--- src/rtl/spim_pkg.sv ---
package spim_pkg;

    localparam int WORD_W  = 32;
    localparam int MIN_DIV = 2;

    // Mode flags, bit 0 is offline
    typedef struct packed {
        logic half;        // 7
        logic lsb;         // 6
        logic ck_late;     // 5
        logic ck_idle_hi;  // 4
        logic cs_hi;       // 3
        logic capture;     // 2
        logic last;        // 1
        logic offline;     // 0
    } flags_t;

    typedef struct packed {
        logic [7:0] sel;     // 31:24
        logic [7:0] div;     // 23:16
        logic [2:0] rsvd;    // 15:13
        logic [4:0] len_m1;  // 12:8
        flags_t     fl;      // 7:0
    } cfg_t;

    typedef enum logic [1:0] {
        ST_IDLE,
        ST_RUN,
        ST_TAIL
    } eng_st_t;

    function automatic logic [7:0] half_period(input logic [7:0] div);
        return (div < 8'(MIN_DIV)) ? 8'(MIN_DIV) : div;
    endfunction

    function automatic logic [5:0] bit_count(input logic [4:0] len_m1);
        return {1'b0, len_m1} + 6'd1;
    endfunction

endpackage

--- src/rtl/spim_cfg.sv ---
module spim_cfg
    import spim_pkg::*;
#(
    parameter int N_CS      = 4,
    parameter bit CS_ONEHOT = 1'b1
) (
    input  logic                   clk,
    input  logic                   rst,
    input  logic                   cfg_we,
    input  logic [WORD_W-1:0]      cfg_word,
    output cfg_t                   cfg,
    output logic [N_CS-1:0]        sel_mask
);

    always_ff @(posedge clk) begin
        if (rst) begin
            cfg <= '0;
        end else if (cfg_we) begin
            cfg <= cfg_t'(cfg_word);
        end
    end

    generate
        if (CS_ONEHOT) begin : g_onehot
            for (genvar i = 0; i < N_CS; i++) begin : g_line
                if (i < 8) begin : g_in
                    assign sel_mask[i] = cfg.sel[i];
                end else begin : g_out
                    assign sel_mask[i] = 1'b0;
                end
            end
        end else begin : g_binary
            for (genvar i = 0; i < N_CS; i++) begin : g_line
                assign sel_mask[i] = (cfg.sel == 8'(i));
            end
        end
    endgenerate

endmodule

--- src/rtl/spim_engine.sv ---
module spim_engine
    import spim_pkg::*;
#(
    parameter int N_CS = 4
) (
    input  logic               clk,
    input  logic               rst,
    input  logic               start,
    input  logic [WORD_W-1:0]  tx_word,
    input  cfg_t               cfg,
    input  logic [N_CS-1:0]    sel_mask,
    input  logic               miso,
    output logic               busy,
    output logic               sclk,
    output logic               mosi,
    output logic               mosi_oe,
    output logic [N_CS-1:0]    cs_line,
    output logic               push,
    output logic [WORD_W-1:0]  push_word
);

    localparam int EDGE_W = $clog2(2 * WORD_W) + 1;

    eng_st_t            st;
    logic [7:0]         cnt;
    logic [EDGE_W-1:0]  edge_k;
    logic [WORD_W-1:0]  tx_sr;
    logic [WORD_W-1:0]  rx_sr;
    logic               sck_ph;
    logic               cs_act;

    logic [7:0]         hp;
    logic [5:0]         nbits;
    logic [5:0]         pad;
    logic [EDGE_W-1:0]  last_edge;
    logic               tick;
    logic               leading;
    logic               sample_now;
    logic               shift_now;
    logic               unused_cfg_bits;

    assign unused_cfg_bits = ^{cfg.rsvd, cfg.sel};

    assign hp         = half_period(cfg.div);
    assign nbits      = bit_count(cfg.len_m1);
    assign pad        = 6'd32 - nbits;
    assign last_edge  = EDGE_W'({nbits, 1'b0}) - EDGE_W'(1);
    assign tick       = (st != ST_IDLE) && (cnt == hp - 8'd1);
    assign leading    = ~edge_k[0];
    assign sample_now = cfg.fl.ck_late ? ~leading : leading;
    // late phase: the first leading edge presents bit 0, which is already on MOSI
    assign shift_now  = ~sample_now && !(cfg.fl.ck_late && edge_k == '0);

    always_ff @(posedge clk) begin
        if (rst) begin
            st        <= ST_IDLE;
            cnt       <= '0;
            edge_k    <= '0;
            tx_sr     <= '0;
            rx_sr     <= '0;
            sck_ph    <= 1'b0;
            cs_act    <= 1'b0;
            push      <= 1'b0;
            push_word <= '0;
        end else begin
            push <= 1'b0;
            unique case (st)
                ST_IDLE: begin
                    if (cfg.fl.offline) begin
                        cs_act <= 1'b0;
                    end else if (start) begin
                        tx_sr  <= cfg.fl.lsb ? tx_word : (tx_word << pad);
                        rx_sr  <= '0;
                        cnt    <= '0;
                        edge_k <= '0;
                        cs_act <= 1'b1;
                        st     <= ST_RUN;
                    end
                end
                ST_RUN: begin
                    if (tick) begin
                        cnt    <= '0;
                        sck_ph <= ~sck_ph;
                        edge_k <= edge_k + EDGE_W'(1);
                        if (sample_now) begin
                            rx_sr <= cfg.fl.lsb ? {miso, rx_sr[WORD_W-1:1]}
                                                : {rx_sr[WORD_W-2:0], miso};
                        end else if (shift_now) begin
                            tx_sr <= cfg.fl.lsb ? (tx_sr >> 1) : (tx_sr << 1);
                        end
                        if (edge_k == last_edge) begin
                            st <= ST_TAIL;
                        end
                    end else begin
                        cnt <= cnt + 8'd1;
                    end
                end
                ST_TAIL: begin
                    if (tick) begin
                        cnt       <= '0;
                        st        <= ST_IDLE;
                        cs_act    <= ~cfg.fl.last;
                        push      <= cfg.fl.capture;
                        push_word <= cfg.fl.lsb ? (rx_sr >> pad) : rx_sr;
                    end else begin
                        cnt <= cnt + 8'd1;
                    end
                end
                default: st <= ST_IDLE;
            endcase
        end
    end

    assign busy    = (st != ST_IDLE);
    assign sclk    = cfg.fl.offline ? cfg.fl.ck_idle_hi : (sck_ph ^ cfg.fl.ck_idle_hi);
    assign mosi    = (cfg.fl.offline || !cs_act) ? 1'b0
                   : (cfg.fl.lsb ? tx_sr[0] : tx_sr[WORD_W-1]);
    assign mosi_oe = ~cfg.fl.offline & ~(cfg.fl.half & cfg.fl.capture);

    generate
        for (genvar i = 0; i < N_CS; i++) begin : g_cs
            assign cs_line[i] = (cs_act && !cfg.fl.offline && sel_mask[i])
                              ? cfg.fl.cs_hi : ~cfg.fl.cs_hi;
        end
    endgenerate


    run_online_chk: assert property (@(posedge clk) disable iff (rst)
        busy |-> !cfg.fl.offline);


    sclk_park_chk: assert property (@(posedge clk) disable iff (rst)
        $fell(busy) |-> (sclk == cfg.fl.ck_idle_hi));


    push_after_run_chk: assert property (@(posedge clk) disable iff (rst)
        push |-> ($past(busy) && !busy));

endmodule

--- src/rtl/spim_rxq.sv ---
module spim_rxq #(
    parameter int DEPTH = 4,
    parameter int W     = 32
) (
    input  logic          clk,
    input  logic          rst,
    input  logic          push,
    input  logic [W-1:0]  push_word,
    input  logic          pop_req,
    output logic          rd_valid,
    output logic [W-1:0]  rd_word
);

    localparam int AW = (DEPTH > 1) ? $clog2(DEPTH) : 1;
    localparam int CW = $clog2(DEPTH + 1);

    logic [W-1:0]  mem [DEPTH];
    logic [AW-1:0] wp;
    logic [AW-1:0] rp;
    logic [CW-1:0] count;
    logic          pop;
    logic          room;
    logic          wr;

    assign rd_valid = (count != '0);
    assign rd_word  = mem[rp];
    assign pop      = pop_req & rd_valid;
    assign room     = (count != CW'(DEPTH)) | pop;
    assign wr       = push & room;

    always_ff @(posedge clk) begin
        if (wr) begin
            mem[wp] <= push_word;
        end
    end

    always_ff @(posedge clk) begin
        if (rst) begin
            wp    <= '0;
            rp    <= '0;
            count <= '0;
        end else begin
            if (wr) begin
                wp <= (wp == AW'(DEPTH - 1)) ? '0 : wp + AW'(1);
            end
            if (pop) begin
                rp <= (rp == AW'(DEPTH - 1)) ? '0 : rp + AW'(1);
            end
            count <= count + CW'(wr) - CW'(pop);
        end
    end


    fill_bound_chk: assert property (@(posedge clk) disable iff (rst)
        count <= CW'(DEPTH));


    full_drop_chk: assert property (@(posedge clk) disable iff (rst)
        (count == CW'(DEPTH) && push && !pop_req) |=> (count == CW'(DEPTH)));

endmodule

--- src/rtl/spi_frame_master.sv ---
module spi_frame_master
    import spim_pkg::*;
#(
    parameter int N_CS      = 4,
    parameter bit CS_ONEHOT = 1'b1,
    parameter int RX_DEPTH  = 4
) (
    input  logic             clk,
    input  logic             rst,
    input  logic             wr_valid,
    output logic             wr_ready,
    input  logic             wr_addr,
    input  logic [31:0]      wr_data,
    output logic             rd_valid,
    input  logic             rd_ready,
    output logic [31:0]      rd_data,
    output logic             busy,
    output logic             sclk,
    output logic             mosi,
    output logic             mosi_oe,
    input  logic             miso,
    output logic [N_CS-1:0]  cs_line
);

    cfg_t              cfg;
    logic [N_CS-1:0]   sel_mask;
    logic              cfg_we;
    logic              start;
    logic              push;
    logic [WORD_W-1:0] push_word;

    assign wr_ready = ~busy;
    assign cfg_we   = wr_valid & wr_ready & ~wr_addr;
    assign start    = wr_valid & wr_ready &  wr_addr;

    spim_cfg #(.N_CS(N_CS), .CS_ONEHOT(CS_ONEHOT)) u_cfg (
        .clk      (clk),
        .rst      (rst),
        .cfg_we   (cfg_we),
        .cfg_word (wr_data),
        .cfg      (cfg),
        .sel_mask (sel_mask)
    );

    spim_engine #(.N_CS(N_CS)) u_engine (
        .clk       (clk),
        .rst       (rst),
        .start     (start),
        .tx_word   (wr_data),
        .cfg       (cfg),
        .sel_mask  (sel_mask),
        .miso      (miso),
        .busy      (busy),
        .sclk      (sclk),
        .mosi      (mosi),
        .mosi_oe   (mosi_oe),
        .cs_line   (cs_line),
        .push      (push),
        .push_word (push_word)
    );

    spim_rxq #(.DEPTH(RX_DEPTH), .W(WORD_W)) u_rxq (
        .clk       (clk),
        .rst       (rst),
        .push      (push),
        .push_word (push_word),
        .pop_req   (rd_ready),
        .rd_valid  (rd_valid),
        .rd_word   (rd_data)
    );


    accept_busy_chk: assert property (@(posedge clk) disable iff (rst)
        (wr_valid && wr_ready && wr_addr && !cfg.fl.offline) |=> busy);


    hold_off_chk: assert property (@(posedge clk) disable iff (rst)
        busy |-> !wr_ready);


    cs_drive_chk: assert property (@(posedge clk) disable iff (rst)
        (busy && !cfg.fl.cs_hi) |-> ((cs_line & sel_mask) == '0));

endmodule

--- config.mk ---
export PLATFORM = sky130hd
export DESIGN_NAME = spi_frame_master
export DESIGN_NICKNAME = d
export VERILOG_FILES = /design/src/rtl/spim_pkg.sv /design/src/rtl/spim_cfg.sv /design/src/rtl/spim_engine.sv /design/src/rtl/spim_rxq.sv /design/src/rtl/spi_frame_master.sv
export SDC_FILE = /design/constraint.sdc
export NUM_CORES = 1
export LEC_CHECK = 0
export ABC_AREA = 1
export BUFFER_PORTS_ARGS = -buffer_cell sky130_fd_sc_hd__buf_2
export CORE_MARGIN = 2
export CORE_UTILIZATION = 56
export DETAILED_ROUTE_END_ITERATION = 12
export GPL_ROUTABILITY_DRIVEN = 0
export PLACE_DENSITY = 0.78
export SLEW_MARGIN = 20
export SYNTH_ARGS = -nofsm -noshare
export SYNTH_HDL_FRONTEND = slang
export SYNTH_SLANG_ARGS = --single-unit
--- constraint.sdc ---
create_clock -name clk -period 2.47 [get_ports clk]
set_input_delay 0.3705 -clock clk [delete_from_list [all_inputs] [get_ports clk]]
set_output_delay 0.3705 -clock clk [all_outputs]
set_load 0.1 [all_outputs]
After elaboration in Yosys (flattened, before gate mapping)
Memory sizes are Yosys's and may differ from the RTL's. A register that Yosys moved wholly into a read port is not among the register bits.
Cells that the tools add are included.
- register bits after elaboration: 148
- bits in writable memories: 128
- input port bits: 38
- memories: 1
- memory list (memory ; words ; bits a word ; read ports ; clocked after Yosys merged registers in ; write ports ; line ; text):
    u_rxq.mem ; 4 ; 32 ; 1 ; 1 ; 1 ; spim_rxq.sv:17 ; logic [W-1:0] mem [DEPTH];
- $add $sub $neg: 10
- magnitude comparators: 1
- equal/unequal tests: 16
- shift operators: 2
- mux-type cells: 48
- bitwise gates (word level): 20
- reduce and logical (&&, ||, !) cells: 29
- operators by type and width (cell ; number):
    $mux W32 ; 13
    $pmux W32 S2 ; 2
    $mux W8 ; 4
    $shl A32 B6 Y32 ; 1
    $shr A32 B6 Y32 ; 1
    $mux W7 ; 3
    $mux W2 ; 9
    $pmux W8 S2 ; 1
    $pmux W7 S2 ; 1
    $mux W1 ; 13
    $not A1 Y1 ; 11
    $ne A2 B1 Y1 const B ; 5
    $reduce_and A5 Y1 ; 2
    $add A8 B1 Y8 const B ; 1
    $eq A8 B8 Y1 ; 1
    $logic_and A1 B1 Y1 ; 8
    $lt A8 B2 Y1 const B ; 1
    $reduce_bool A2 Y1 ; 4
    $sub A8 B1 Y8 const B ; 1
    $add A7 B1 Y7 const B ; 1
    $and A1 B1 Y1 ; 7
    $eq A7 B7 Y1 ; 1
    $logic_not A7 Y1 ; 1
    $sub A7 B1 Y7 const B ; 1
    23 further kinds ; 33

Longest topological paths before layout
Gate-level depths: netlist of run 1.
- depth in word-level cells: 8
- gate-level depth with buffers: 21
- gate-level depth less buffers: 21

By module
From an unflattened synthesis of run 1, not the netlist that was laid out.
- cell total of the unflattened synthesis: 2464
- area total of the unflattened synthesis: 16869.9 um2
- by module, submodules not included (module ; instances ; cells an instance ; area each (um2) ; seq. area each (um2)):
    spim_engine ; 1 ; 1875 ; 10207.3 ; 2322.2
    spim_rxq ; 1 ; 377 ; 5272.6 ; 4023.9
    spim_cfg ; 1 ; 207 ; 1368.8 ; 640.6
    spi_frame_master ; 1 ; 5 ; 21.3 ; 0.0

Least setup slack after synthesis of run 1
OpenSTA, ideal clock, no wires.
- path type: register -> register
- start point: reg u_engine.st[0]
- end point: reg u_engine.rx_sr[2]
- library setup time: 0.128 ns
- arrival time: 3.089 ns
- slack: -0.746 ns
- stages on the path, launching flop included: 12
- buffers on the path: 2
- clock period less this slack: 3.216 ns
- cells stage by stage: dfxtp_1 inv_1 ha_1 inv_1 a21oi_1 inv_1 buf_1 nand3_2 buf_2 nand2_1 nand2_1 nor2_1
- longest elaborated chain between the ends: 6
- elaborated cells between the ends (all ways): 14
- ends and longest elaborated chain (item ; line ; text):
    start: declaration ; spim_engine.sv:24 ; eng_st_t st;
    start signal: assignment ; spim_engine.sv:56 ; st <= ST_IDLE;
    start signal: assignment ; spim_engine.sv:77 ; st <= ST_RUN;
    start signal: assignment ; spim_engine.sv:92 ; st <= ST_TAIL;
    $reduce_bool A2 Y1 ; spim_engine.sv:114 ; assign busy = (st != ST_IDLE);
    $not A1 Y1 ; spi_frame_master.sv:32 ; assign wr_ready = ~busy;
    named net wr_ready ; spi_frame_master.sv:11 ; output logic wr_ready,
    $and A1 B1 Y1 (2 in a row) ; spi_frame_master.sv:34 ; assign start = wr_valid & wr_ready & wr_addr;
    $ne A2 B2 Y1 (no source line) ; -- ;
    $reduce_and A5 Y1 (no source line) ; -- ;
    end signal: assignment ; spim_engine.sv:86 ; rx_sr <= cfg.fl.lsb ? {miso, rx_sr[WORD_W-1:1]}
    end: declaration ; spim_engine.sv:28 ; logic [WORD_W-1:0] rx_sr;
The timed path passes the listed nets, and every way through them passes these cells.
A chain may end at the register's enable or synchronous reset.

Worst setup path after layout of run 1
- start point: reg u_cfg.cfg[20] (netlist name)
- end point: reg u_engine.rx_sr[14]
- longest elaborated chain between the ends: 7
- ends and longest elaborated chain (item ; line ; text):
    $lt A8 B2 Y1 ; spim_pkg.sv:33 ; return (div < 8'(MIN_DIV)) ? 8'(MIN_DIV) : div;
    $mux W8 (*) ; spim_pkg.sv:33 ;
    $sub A8 B1 Y8 (*) ; spim_engine.sv:48 ; assign tick = (st != ST_IDLE) && (cnt == hp - 8'd1);
    $eq A8 B8 Y1 (*) ; spim_engine.sv:48 ;
    $logic_and A1 B1 Y1 (*) ; spim_engine.sv:48 ;
    $ne A2 B1 Y1 (no source line) (*) ; -- ;
    $reduce_and A5 Y1 (no source line) (*) ; -- ;
Mark *: on every way between the ends. The rest lies on a longest branch, timed or not.

==> out/results.ini, run 1 <==
[run_status]
run_status=finished, violations left
violations=negative setup slack

[grt]
grt_pass1_vias=15260
grt_max_degree=124
track_usage=0.3070
globalRoute.totalOverflow=0
antenna_violations_before_repair=0
wire_length_of_the_first_global_routing_pass_um=77120

[cells_and_area]
n_antenna_cell=0
fraction_of_final_layout_cells_sized_beyond_drive_strength_1=0.1651
flow.area_growth_from_synthesis_pct=20.39
layout.core_utilization=0.6850
layout.cells.non_filler=2837
num-fill-cells=2295
final_net_count=2484
design_area_mm2=0.01966

[clocking]
h-tree-depth=1
cts-root-buf=sky130_fd_sc_hd__clkbuf_16
tritoncts_num_sinks=278
clkSlewWorstSetupHoldPaths_ps=60
cts_max_path_buffers=3
number_of_buffers_inserted_during_clock_tree_synthesis=29
clkLatencyLatePin_ps=570
cts_tree=yes

[power_and_ir_drop]
share_seq_of_total_power=0.268
total_power_mw=20.67
pwr-share-comb=0.510
power_frac_clock=0.222
switchingPower_mw=9.613
power_per_cell_area_mw_per_mm2=1051
netSwitchingFraction=0.4651
cellLeakagePower_nw=8.289
max-vdd-ir-drop_uv=704.4
cellInternalPower_mw=11.05

[drt]
wirelength_um=49020
antenna_violating_nets_post_route=0
vias=16730
detailedRoute.firstIterationViolations=2007
routed_wire_length_per_instance_um=17.28
detailedRoute.firstPassIterationCount=7
drc=0
via_per_inst=5.896

[synthesis]
synthesis.yosys.warnings=0
syn_area_per_cell_um2=6.914
ys_seq_area_frac=0.4192
synth_top_flop_cell=sky130_fd_sc_hd__dfxtp_1
yosys-top-cells-count=sky130_fd_sc_hd__nand2_1 (716), sky130_fd_sc_hd__o21ai_0 (312), sky130_fd_sc_hd__nor2_1 (221), sky130_fd_sc_hd__inv_1 (180), sky130_fd_sc_hd__nand3_1 (162)
yosysMostFrequentCell=sky130_fd_sc_hd__nand2_1
yosysUniqueCellTypes=46
yosys.area.top_type=sky130_fd_sc_hd__edfxtp_1
postSynth.asyncResetShare=0
syn-instance-count=2362
synth.ff_latch_count=278
synth_enable_flop_cells=128
synthTopCellsByArea=sky130_fd_sc_hd__edfxtp_1 (24%), sky130_fd_sc_hd__dfxtp_1 (18%), sky130_fd_sc_hd__nand2_1 (16%), sky130_fd_sc_hd__o21ai_0 (9.6%), sky130_fd_sc_hd__nor2_1 (5.1%)
synthDominantCellAreaShare=0.2354
syn_area_mm2=0.01633
mappedNetlistNets=2416

[setup_path]
worst_path_required_ps=2970
critical_path.max_fanout=16
startpoint_type=flip-flop
critPathArrivalTime_ps=3120
critPathKind=flip-flop to flip-flop
timing.critical_path.to_type=flip-flop

[floorplan]
floorplan.die.height_um=174.8
dieWidth_um=174.8
num_io_pins=80
std_cell_rows=62
start_util=0.5690
core-area_mm2=0.02870
area_enclosed_by_the_die_boundary_mm2=0.03054

[timing]
report.final.slew_viol_count=0
hold_viol_final=0
final_tns_setup_ps=-7182
fmaxAchievable_mhz=381.7
finalWorstPathRequiredPeriod_ps=2620
clock-skew-final_ps=13.47
worst-slew-pin-transition_ps=608.3
grt_setup_unrepaired=yes
final.setup.worst_slack_ps=-150.1
final.period_utilization=1.061
slew_headroom=0.5945
finalHoldWorstSlack_ps=99.58
report.final.setup_viol=89

[placement]
placement.cell_area_mm2=0.01764
port-buffer-count=79
dp_cells=2754
dp_worst_setup_slack_ps=-93.05
detail_placement_hpwl_um=31140

[worst_hold_path]
hold_path.class=input pin to flip-flop

[flow_run]
maxCapViolations=0

## worst max-delay path, cell delays in order, from the launching register on
cell                        delay, ps
sky130_fd_sc_hd__dfxtp_2          340
sky130_fd_sc_hd__nor2_4           110
sky130_fd_sc_hd__nand2_2           80
sky130_fd_sc_hd__nor2_4           150
sky130_fd_sc_hd__nor2_2            60
sky130_fd_sc_hd__inv_2             60
sky130_fd_sc_hd__ha_4             200
sky130_fd_sc_hd__xnor2_1          130
sky130_fd_sc_hd__nor2_1            90
sky130_fd_sc_hd__nand3_1           80
sky130_fd_sc_hd__nor2_1            80
sky130_fd_sc_hd__nand2_1           70
sky130_fd_sc_hd__nor2_2           120
sky130_fd_sc_hd__nand4_2          130
sky130_fd_sc_hd__nand2_4          140
sky130_fd_sc_hd__buf_6            150
sky130_fd_sc_hd__nand3_4          110
sky130_fd_sc_hd__clkbuf_16        220
sky130_fd_sc_hd__nand2_1           80
sky130_fd_sc_hd__nand2_1           60
sky130_fd_sc_hd__nor2_1            90
## power by group through the flow
| stage | registers, mW | clock network [mW] | logic [mW] |
|---|---|---|---|
| after floorplan | 5.52 | 0 | 7.42 |
| after global placement | 5.60 | 0 | 9.21 |
| after detailed placement | 5.61 | 0 | 9.39 |
| after CTS | 5.52 | 4.63 | 9.94 |
| after global routing | 5.59 | 4.81 | 11.4 |
| final | 5.54 | 4.58 | 10.5 |
## final timing paths
check                                   startpoint                  to  slack (ps)  depth (start not counted)
worst max register to register       u_cfg.cfg[20]  u_engine.rx_sr[14]        -150                         20
worst min register to register  u_engine.edge_k[3]  u_engine.edge_k[3]         490                          2
worst min-delay path                    wr_data[6]        u_cfg.cfg[6]         100                          3
worst max-delay path                 u_cfg.cfg[20]  u_engine.rx_sr[14]        -150                         20
## layout make-up
| cell class | count | area [um^2] | share of cell area |
|---|---|---|---|
| Sequential cell | 278 | 6859 | 0.3489 |
| Tap cell | 384 | 480.5 | 0.02444 |
| Clock buffer | 40 | 818.3 | 0.04162 |
| Timing Repair Buffer | 198 | 1874 | 0.09534 |
| Clock inverter | 14 | 190.2 | 0.009674 |
| Multi-Input combinational cell | 1736 | 8706 | 0.4428 |
| Inverter | 187 | 732.0 | 0.03723 |
## per-layer routing
layer  share of wire  GRT usage  vias to the layer above
met5               0          0                        -
met4           0.053     0.1441                        0
met3           0.087    0.04091                      199
met2            0.47     0.5105                      896
met1            0.39     0.3978                     7674
li1                -          -                     7957
## kinds of logic after synthesis
| kind of cell | after synthesis | synth area share |
|---|---|---|
| simple gates | 1189 | 0.3021 |
| buf+inv | 348 | 0.08619 |
| mux | 1 | 0.0006130 |
| xor+xnor | 26 | 0.01394 |
| fa+ha+maj | 16 | 0.01272 |
| flops | 278 | 0.4192 |
| compound gates | 504 | 0.1652 |
## timing repair
| action | CTS | global route |
|---|---|---|
| setup buffers | 11 | 7 |
| resized for setup | 53 | 132 |
| setup endpoints to repair | 127 | 142 |
| gates cloned | 7 | 5 |
| pin swaps | 4 | 10 |
| endpoints found under the hold margin | 0 | 0 |
| hold buffers | 0 | 0 |
## cells in the final DEF (no fill, tap or decap), drive strengths merged, types with 11 or more instances in the layout
cell | Yosys | layout
nand3 | 165 | 165
edfxtp | 128 | 128
dfxtp | 150 | 150
o211a | 11 | 11
o21ai | 315 | 315
o22ai | 42 | 42
nor2 | 229 | 229
a21oi | 112 | 112
clkbuf | 95 | 62
inv | 185 | 186
nand2 | 721 | 721
ha | 15 | 15
nand4 | 51 | 51
buf | 66 | 174
xor2 | 18 | 18
## sequential cells by signal, summed over array words and instances (netlist names), named ones only
signal	cells
u_engine.tx_sr	32
u_engine.cnt	8
u_cfg.cfg	25
u_engine.edge_k	7
u_engine.st	2
u_engine.cs_act	1
u_engine.push_word	32
u_engine.push	1
u_rxq.mem	128
u_rxq.wp	2
u_engine.rx_sr	32
u_engine.sck_ph	1
u_rxq.count	3
u_rxq.rp	2
(Power assumes the default switching activity.)
==> inputs of run 2 (changes only) <==
--- a/config.mk
+++ b/config.mk
@@ -5,13 +5,13 @@
 export SDC_FILE = /design/constraint.sdc
 export NUM_CORES = 1
 export LEC_CHECK = 0
-export ABC_AREA = 1
 export BUFFER_PORTS_ARGS = -buffer_cell sky130_fd_sc_hd__buf_2
 export CORE_MARGIN = 2
-export CORE_UTILIZATION = 56
+export CORE_UTILIZATION = 36
+export CTS_CLUSTER_DIAMETER = 80
 export DETAILED_ROUTE_END_ITERATION = 12
 export GPL_ROUTABILITY_DRIVEN = 0
-export PLACE_DENSITY = 0.78
+export PLACE_DENSITY = 0.54
 export SLEW_MARGIN = 20
 export SYNTH_ARGS = -nofsm -noshare
 export SYNTH_HDL_FRONTEND = slang
==> out/results.ini, run 2 <==
[synthesis]
synth.ff_latch_count=278
synthTopCellsByArea=sky130_fd_sc_hd__edfxtp_1 (24%), sky130_fd_sc_hd__dfxtp_1 (19%), sky130_fd_sc_hd__mux4_2 (13%), sky130_fd_sc_hd__mux2i_1 (5.6%), sky130_fd_sc_hd__nand2_1 (4.4%)
yosysUniqueCellTypes=79
mappedNetlistNets=1592
postSynth.asyncResetShare=0
syn-instance-count=1538
syn_area_per_cell_um2=10.44
syn_area_mm2=0.01605
yosysMostFrequentCell=sky130_fd_sc_hd__nand2_1
synth_top_flop_cell=sky130_fd_sc_hd__dfxtp_1
yosys-top-cells-count=sky130_fd_sc_hd__nand2_1 (188), sky130_fd_sc_hd__dfxtp_1 (150), sky130_fd_sc_hd__edfxtp_1 (128), sky130_fd_sc_hd__a21oi_1 (126), sky130_fd_sc_hd__nor2_1 (120)
ys_seq_area_frac=0.4266
synthesis.yosys.warnings=0
synth_enable_flop_cells=128
yosys.area.top_type=sky130_fd_sc_hd__edfxtp_1
synthDominantCellAreaShare=0.2395

[cells_and_area]
largest_register_ffs=128
multi_input_comb_area_mm2=0.009230
layout.cells.most_common=sky130_fd_sc_hd__nand2_1
fraction_of_final_layout_cells_sized_beyond_drive_strength_1=0.3430
final_net_count=1792
layout.core_utilization=0.4758
flow.area_growth_from_synthesis_pct=30.80
num-fill-cells=4128
commonest_non_fill_non_tap_cells_in_the_layout=sky130_fd_sc_hd__nand2_1 (185), sky130_fd_sc_hd__buf_4 (159), sky130_fd_sc_hd__dfxtp_1 (144), sky130_fd_sc_hd__edfxtp_1 (128), sky130_fd_sc_hd__a21oi_1 (120)
area_occupied_by_registers_mm2=0.006864
layout.cells.non_filler=2356
n_antenna_cell=0
registers.top_by_ff_count=u_rxq.mem

[worst_hold_path]
hold_path.class=input pin to flip-flop
timing.hold.worst.start=rst
holdPathEnd=u_cfg.cfg[20]
timing.hold.worst_path_depth=2

[clocking]
clkSlewWorstSetupHoldPaths_ps=50
h-tree-depth=2
cts_tree=yes
clkLatencyLatePin_ps=560
cts_max_path_buffers=3
number_of_buffers_inserted_during_clock_tree_synthesis=35
cts-root-buf=sky130_fd_sc_hd__clkbuf_16
tritoncts_num_sinks=278

[timing]
grt_setup_unrepaired=yes
hold_viol_final=0
final.setup.worst_slack_ps=-592.4
clock-skew-final_ps=16.12
finalWorstPathRequiredPeriod_ps=3062
slew_headroom=0.5107
final.period_utilization=1.240
final_tns_setup_ps=-52430
fmaxAchievable_mhz=326.5
worst-slew-pin-transition_ps=734.0
report.final.slew_viol_count=0
report.final.setup_viol=116

[power_and_ir_drop]
max-vdd-ir-drop_uv=540.0
cellLeakagePower_nw=7.409
switchingPower_mw=4.424
cellInternalPower_mw=9.173
power_per_cell_area_mw_per_mm2=647.6
total_power_mw=13.60
pwr-share-comb=0.278
power_frac_clock=0.351
share_seq_of_total_power=0.370
netSwitchingFraction=0.3254

[grt]
globalRoute.totalOverflow=0
wire_length_of_the_first_global_routing_pass_um=76000
grt_pass1_vias=13130
track_usage=0.2068
grt_max_degree=59
antenna_violations_before_repair=0

[setup_path]
critPathArrivalTime_ps=3530
cp_slowest_cell=sky130_fd_sc_hd__or4_4
worst_r2r_path_depth=11
worst_path_required_ps=2940
crit-reg2reg-launch=u_cfg.cfg[20]
critPathKind=flip-flop to flip-flop
worstPathBufferInverterCount=1
timing.critical_path.cells=nor4_4, a21oi_2, ha_4, o21ba_4, a221oi_2, a41oi_2, or3_4, or4_4, buf_12, a21o_1, a21oi_2
critical_path.max_stage_delay_ps=480
reg2reg_setup_slack_ps=-590
reg2reg_to=u_engine.rx_sr[2]
timing.critical_path.to_type=flip-flop
crit_family=simple AND/OR/NAND/NOR gates
startpoint_type=flip-flop
critical_path.max_fanout=19
cpMostUsedCell=sky130_fd_sc_hd__a21oi_2

[floorplan]
start_util=0.3637
area_enclosed_by_the_die_boundary_mm2=0.04629
core-area_mm2=0.04412
dieWidth_um=215.2
std_cell_rows=77
num_io_pins=80
floorplan.die.height_um=215.2

[drt]
wirelength_um=50000
vias=13470
drc=0
via_per_inst=5.716
antenna_violating_nets_post_route=0
detailedRoute.firstIterationViolations=1093
routed_wire_length_per_instance_um=21.22
detailedRoute.firstPassIterationCount=5

[flow_run]
maxCapViolations=0

[run_status]
violations=negative setup slack
run_status=finished, violations left

[placement]
port-buffer-count=79
detail_placement_hpwl_um=33890
dp_cells=2263

-- run 2: changes by cell type in the layout (fill, tap and decap cells not counted), sizes merged, moves of 38 or more --
cell	before	now
nand2	721	189
o21ai	315	41
inv	186	31
nor2	229	120
buf	174	282
nand3	165	57
mux4	0	93
mux2i	1	89
nand4	51	6
o22ai	42	4
-- run 2: cell families after synthesis --
kind of cell             synth area share
flip-flops                         0.4266
AND/OR/NAND/NOR                    0.1398
multiplexers                       0.2085
AO/OA/AOI/OAI                      0.1541
adder cells (fa/ha/maj)           0.01294
buffers and inverters             0.04280
XOR/XNOR                          0.01536
-- run 2: what timing repair did --
item                                    in CTS  in global routing
endpoints found under the setup margin     142                142
hold buffers                                 0                  0
cloned                                       5                  8
pin swaps                                    3                 44
buffers inserted                             7                 11
resized for setup                           31                100
-- run 2: stage by stage --
stage               setup slack, ps  hold slack [ps]  instance area, um^2
finish                       -592.4            111.1                20990
global route                 -711.4            124.4                20990
CTS                          -555.1            81.22                20330
detailed placement           -588.2            450.8                18930
global placement             -517.0            445.5                18930
floorplan                    -522.0            436.0                16320
-- run 2: power by group through the flow --
stage / sequential [mW] / combinational (mW) / clock, mW
floorplan: 5.05 / 2.40 / 0
global placement: 5.12 / 3.52 / 0
detailed placement: 5.13 / 3.54 / 0
CTS: 5.03 / 3.65 / 4.91
global route: 5.05 / 3.99 / 5.09
finish: 5.03 / 3.78 / 4.78
-- run 2: cell type report --
type                       instances  area share
inverter                          28    0.005185
clock inverter                    12    0.005781
tap                              592     0.03528
clock buffer                      51     0.04506
multi-input combinational       1106      0.4397
sequential                       278      0.3270
timing repair buffer             289      0.1421
-- run 2: metal layers --
metal | vias to the layer above | share of wire | global-route usage
li1 | 6231 | - | -
met1 | 6647 | 0.41 | 0.2669
met2 | 466 | 0.49 | 0.3412
met3 | 124 | 0.061 | 0.03666
met4 | 0 | 0.042 | 0.08943
met5 | - | 0 | 0
-- run 2: worst max-delay path by stage --
stage / cells past startpoint / from / endpoint
4_1_cts: 11 / u_cfg.cfg[20] / u_engine.rx_sr[2]
3_5_place_dp: 11 / u_cfg.cfg[20] / u_engine.rx_sr[2]
3_3_place_gp: 11 / u_cfg.cfg[20] / u_engine.rx_sr[2]
2_1_floorplan: 13 / u_cfg.cfg[20] / u_engine.rx_sr[21]
5_1_grt: 11 / u_cfg.cfg[20] / u_engine.rx_sr[15]
6_report: 11 / u_cfg.cfg[20] / u_engine.rx_sr[2]
